==> src/rtl/hist_bucket_gen.sv <==
module hist_bucket_gen #(
  parameter int ADDR_W = 32,
  parameter int IDX_W = 16,
  parameter int STRIDE_W = 8,
  parameter logic [ADDR_W-1:0] DEF_LIMIT = 'h1000
) (
  input  logic              clk,
  input  logic              rst_n,
  input  logic              cfg_wr,
  input  logic [ADDR_W-1:0] cfg_base,
  input  logic [ADDR_W-1:0] cfg_limit,
  input  logic [STRIDE_W-1:0] cfg_stride,
  input  logic              cfg_kernel,
  input  logic              tick,
  input  logic [ADDR_W-1:0] pc,
  input  logic              pc_kernel,
  output logic              hist_inc,
  output logic [IDX_W-1:0]  hist_idx
);
  localparam int EXP_W = (STRIDE_W > 1) ? $clog2(STRIDE_W) : 1;
  localparam int SH_W = EXP_W + 1;

  logic [ADDR_W-1:0] base_q, limit_q;
  logic [EXP_W-1:0]  exp_q;
  logic              zero_q, kern_q;

  logic [EXP_W-1:0]  wr_exp;
  logic              wr_ok;
  logic [ADDR_W-1:0] offset;
  logic [SH_W-1:0]   sh;
  logic              hit;

  assign wr_ok = (cfg_stride & (cfg_stride - STRIDE_W'(1))) == '0;

  always_comb begin
    wr_exp = '0;
    for (int i = 0; i < STRIDE_W; i++)
      if (cfg_stride[i]) wr_exp = EXP_W'(i);
  end

  always_ff @(posedge clk or negedge rst_n) begin
    if (!rst_n) begin
      base_q  <= '0;
      limit_q <= DEF_LIMIT;
      exp_q   <= EXP_W'(2);
      zero_q  <= 1'b0;
      kern_q  <= 1'b0;
    end else if (cfg_wr && wr_ok) begin
      base_q  <= cfg_base;
      limit_q <= cfg_limit;
      exp_q   <= wr_exp;
      zero_q  <= cfg_stride == '0;
      kern_q  <= cfg_kernel;
    end
  end

  assign offset = pc - base_q;
  assign sh     = SH_W'(exp_q) + SH_W'(2);
  assign hit    = tick && (pc >= base_q) && (pc < limit_q) && (pc_kernel == kern_q);

  always_ff @(posedge clk or negedge rst_n) begin
    if (!rst_n) begin
      hist_inc <= 1'b0;
      hist_idx <= '0;
    end else begin
      hist_inc <= hit;
      if (hit) hist_idx <= zero_q ? '0 : IDX_W'(offset >> sh);
    end
  end
endmodule


==> config.mk <==
export PLATFORM = sky130hd
export DESIGN_NAME = hist_bucket_gen
export DESIGN_NICKNAME = d
export VERILOG_FILES = /design/src/rtl/hist_bucket_gen.sv
export SDC_FILE = /design/constraint.sdc
export NUM_CORES = 1
export LEC_CHECK = 0
export ABC_CLOCK_PERIOD_IN_PS = 3720
export BUFFER_PORTS_ARGS = -buffer_cell sky130_fd_sc_hd__buf_2
export CORE_UTILIZATION = 58
export DETAILED_ROUTE_END_ITERATION = 10
export PLACE_DENSITY = 0.9
export SLEW_MARGIN = 20
export SYNTH_ARGS = -nofsm -noshare
export SYNTH_HDL_FRONTEND = slang
export SYNTH_SLANG_ARGS = --single-unit
==> constraint.sdc <==
create_clock -name clk -period 3.72 [get_ports clk]
set_input_delay 0 -clock clk [delete_from_list [all_inputs] [get_ports clk]]
set_output_delay 0 -clock clk [all_outputs]
set_load 0.02 [all_outputs]
Yosys cells after proc, flatten, opt, wreduce, memory -nomap -nowiden
Index checks and enable logic that the tools add are counted.
- register bits: 86
- latch bits: 0
- bits in writable memories: 0
- memory bits (read-only): 0
- input bits: 110
- output and inout port bits: 17
- logic and storage cells: 29
- memories kept: 0
- add/sub/neg operators: 3
- $mul: 0
- divide/modulo/power cells: 0
- $lt $le $gt $ge: 2
- equality and inequality tests: 1
- shift operators: 1
- muxes and demuxes: 8
- bitwise operators: 1
- reductions and logical operators: 6
- operators by type and width (cell ; count):
    >= comparator 32 bit ; 1
    < comparator 32 bit ; 1
    right shift 32 x 4 -> 16 bit ; 1
    subtractor 32 bit ; 1
    logical NOT 8 bit ; 2
    two-way mux 16 bit ; 1
    two-way mux 3 bit ; 4
    bitwise AND 8 bit ; 1
    subtractor 8 x 1 -> 8 bit (second input constant) ; 1
    adder 3 x 2 -> 4 bit (second input constant) ; 1
    logical AND 1 bit ; 4
    two-way mux 2 bit ; 2
    == test 1 bit ; 1
    two-way mux 1 bit ; 1

Longest topological paths before layout
- depth after elaboration: 7
- depth in mapped cells: 13
- gate-level depth less buffers: 11

Least setup slack after synthesis
OpenSTA, ideal clock, no wires.
- kind: reg2reg
- start point: reg base_q[9]
- end point: reg hist_idx[13]
- setup time: 120 ps
- arrival time: 2646 ps
- required time: 3600 ps
- slack: 954 ps
- stages on the path, launching flop included: 13
- buffers on the path: 1
- clock period less this slack: 2766 ps
- cell sequence: dfrtp_1 -> inv_1 -> ha_1 -> a21oi_4 -> o21ai_2 -> or2_0 -> buf_2 -> o311a_1 -> or4_4 -> nand2_8 -> inv_6 -> a41o_1 -> a31o_1
- word-level cells in the longest chain between the ends: 4
- elaborated cells between the ends (all ways): 7
- those cells by class: add/sub: 1; order compare: 1; shift: 1; mux: 1; reduce/logical: 3
- RTL lines (element ; line ; text):
    from (decl) ; 23 ; logic [ADDR_W-1:0] base_q, limit_q;
    from (signal assigned) ; 49 ; base_q <= cfg_base;
    >= comparator 32 bit ; 59 ; assign hit = tick && (pc >= base_q) && (pc < limit_q) && (pc_kernel == kern_q);
    logical AND 1 bit (3 in series) ; 59 ;
    via hit ; 31 ; logic hit;
    to (signal assigned) ; 67 ; if (hit) hist_idx <= zero_q ? '0 : IDX_W'(offset >> sh);
    to (decl) ; 18 ; output logic [IDX_W-1:0] hist_idx
The timed path passes the listed nets, and every way through them passes these cells.
A chain may end at the register's enable or synchronous reset.

Worst setup path after layout
- start point: reg base_q[4]
- end point: reg hist_idx[14]
- word-level cells in the longest chain between the ends: 4
- elaborated cells between the ends (all ways): 7
- those cells by class: add/sub: 1; order compare: 1; shift: 1; mux: 1; reduce/logical: 3
- RTL lines (element):
    branches (longest 4 deep; another with subtractor 32 bit)
Several ways; the timed one is not identified.

==> impl_metrics.py <==
metrics = {
    "timing": {
        "fmax_mhz": 314.1,
        "period_share": 0.8560,
        "slew_viol_final": 0,
        "post-route-min-period_ns": 3.184,
        "holdWs_ns": 0.01013,
        "setup-violations-final": 0,
        "max-slew-margin-rel": 0.2683,
        "tightest_slew_ns": 1.097,
        "rsz0062_at_grt": "no",
        "final.setup_skew_ns": 0.009886,
        "finalHoldViolCount": 0,
        "fin_tns_setup_ns": 0,
    },
    "critical_path": {
        "startpoint": "base_q[4]",
        "timing.rr.start": "base_q[4]",
        "startpoint_type": "register",
        "crit_required_ns": 3.94,
        "cp.arrival_ns": 3.40,
        "path_max_fanout": 6,
        "critPathKind": "register to register",
        "reg2regPathDepth": 10,
        "cp-end-kind": "register",
    },
    "final_layout": {
        "final_common_cell": "buf_2",
        "nNetsFinal": 1146,
        "fillerInstances": 803,
        "design_area_um2": 8836,
        "final_cells": 1126,
        "area_growth_syn_to_layout_pct": 24.35,
        "drive_gt1_frac": 0.2505,
        "layout_common_cells": "buf_2 (125), dfrtp_1 (84), inv_1 (73)",
    },
    "drt": {
        "dr.pass1.iters": 5,
        "ant_nets": 0,
        "vias_per_cell": 6.480,
        "routed_wl_um": 22960,
        "post-route-drc-count": 0,
        "wl_per_cell_um": 20.39,
        "num_vias": 7296,
        "drt-initial-drc-count": 733,
    },
    "clock_network": {
        "cts_setup_buffers": 0,
        "cts_hold_buf": 68,
        "cts_tree": "built",
        "clk_latency_ns": 0.36,
        "cts.sinks": 86,
        "cts.repair.resized": 0,
        "cts_root_buffer": "clkbuf_16",
        "cts_buffers": 9,
        "clk_path_buf_depth": 2,
        "h-tree-depth": 3,
        "clkSlewWorstSetupHoldPaths_ns": 0.06,
    },
    "logic_synthesis": {
        "synth_edf_count": 0,
        "yosysTopAreaCell": "dfrtp_1",
        "yosysUniqueCellTypes": 80,
        "synth-async-reset-ratio": 1.000,
        "synthTopCellsByArea": "dfrtp_1 (30%), ha_1 (11%), mux2_2 (11%)",
        "synth_seq_cells": 86,
        "synthCells": 800,
        "netlist_area_um2": 7106,
        "syn_nets": 973,
        "yosysTopAreaCellShare": 0.2958,
        "ys_seq_area_frac": 0.3032,
        "synth-main-ff-cell": "dfrtp_1",
        "synth_warnings": 0,
        "synth.avg_cell_area_um2": 8.882,
    },
    "die": {
        "initial_core_util": 0.5940,
        "die_y_um": 112.7,
        "core_um2": 11960,
        "io_pins": 127,
        "die-width_um": 112.7,
        "fp-row-count": 40,
        "dieArea_um2": 12700,
    },
    "global_routing": {
        "grt_usage": 0.3762,
        "grt_pass1_wl_um": 36710,
        "first_global_vias": 7239,
        "grt_overflow": 0,
        "grt_start_max_net_pins": 87,
        "antenna_found_initial": 1,
    },
    "job": {
        "cap_violations": 0,
    },
    "placement": {
        "place_hpwl_um": 14840,
        "port_buffers": 126,
        "dpl_cell_area_um2": 7841,
        "gp_congestion": 0.9738,
        "dpl.cell_count": 1041,
    },
    "power": {
        "max-vdd-ir-drop_v": 0.0004244,
        "leakagePower_nw": 4.094,
        "pwr_density_cell_nw_per_um2": 540.7,
        "p_total_mw": 4.778,
    },
    "worst_hold_path": {
        "worstHoldStart": "cfg_stride[6]",
        "min_delay_path_depth": 3,
        "hold_class": "primary input to register",
    },
    "status": {
        "status": "finished clean",
    },
}
final timing paths:
path	to	slack [ns]
max	hist_idx[14]	0.54
min reg2reg	hist_idx[4]	0.48
max in group asynchronous	base_q[10]	2.87
min in group asynchronous	hist_idx[8]	0.22
min	exp_q[2]	0.01
max reg2reg	hist_idx[14]	0.54
critical path: stages (launching register included):
cell and delay (ns):
dfrtp_1 0.34, inv_1 0.04, ha_1 0.34, a21oi_1 0.29
nand2_1 0.20, o211ai_1 0.42, a31oi_1 0.29, nor4b_1 0.49
nor4_1 0.15, o311ai_0 0.36, o211ai_1 0.13
kinds of logic after synthesis:
| kind of cell | count (synthesis) | share of synthesized area |
|---|---|---|
| adder cells (fa/ha/maj) | 64 | 0.1123 |
| AND/OR/NAND/NOR | 227 | 0.1602 |
| XOR/XNOR | 11 | 0.01356 |
| AO/OA/AOI/OAI | 220 | 0.2219 |
| flip-flops | 86 | 0.3032 |
| multiplexers | 78 | 0.1254 |
| buffers and inverters | 114 | 0.06339 |
metrics by stage:
step           setup WS [ns]    util
6_report              0.5358  0.7387
5_1_grt               0.2417  0.7387
4_1_cts               0.6086  0.7382
3_5_place_dp          0.6260  0.6555
3_3_place_gp          0.6768  0.6555
2_1_floorplan         0.9543       -
state kept, by name, summed over array words and instances (netlist names):
| signal | cells |
|---|---|
| hist_inc | 1 |
| exp_q | 3 |
| zero_q | 1 |
| hist_idx | 16 |
| limit_q | 32 |
| base_q | 32 |
| kern_q | 1 |
metal layers:
layer / wire length, um / vias to the layer above / GRT usage
met5: 0 / - / 0
met4: 1253 / 0 / 0.2151
met3: 1867 / 113 / 0.07721
met2: 10980 / 386 / 0.6202
met1: 8860 / 3469 / 0.4586
li1: - / 3328 / -
Yosys cell counts, drive strengths merged (10+ instances only):
library cell	n
o211ai	12
o21ai	41
nand4	13
inv	74
nand2	71
a211oi	13
nor2	45
mux2	68
a21oi	48
dfrtp	84
nor3	21
clkbuf	32
ha	63
o221ai	10
nand3	23
cell type report:
| type | count | area (um^2) | share of cell area |
|---|---|---|---|
| inverter | 75 | 286.5 | 0.03243 |
| timing repair buffer | 201 | 1383 | 0.1565 |
| antenna | 1 | 2.502 | 0.0002832 |
| tap | 147 | 183.9 | 0.02082 |
| clock buffer | 10 | 239.0 | 0.02705 |
| clock inverter | 6 | 68.82 | 0.007788 |
| sequential | 86 | 2155 | 0.2438 |
| multi-input combinational | 600 | 4518 | 0.5113 |
report_power, final:
part / switching, mW / internal (mW)
Clock: 0.407 / 0.542
Combinational: 1.48 / 1.01
Sequential: 0.155 / 1.18
(Power assumes the default switching activity.)
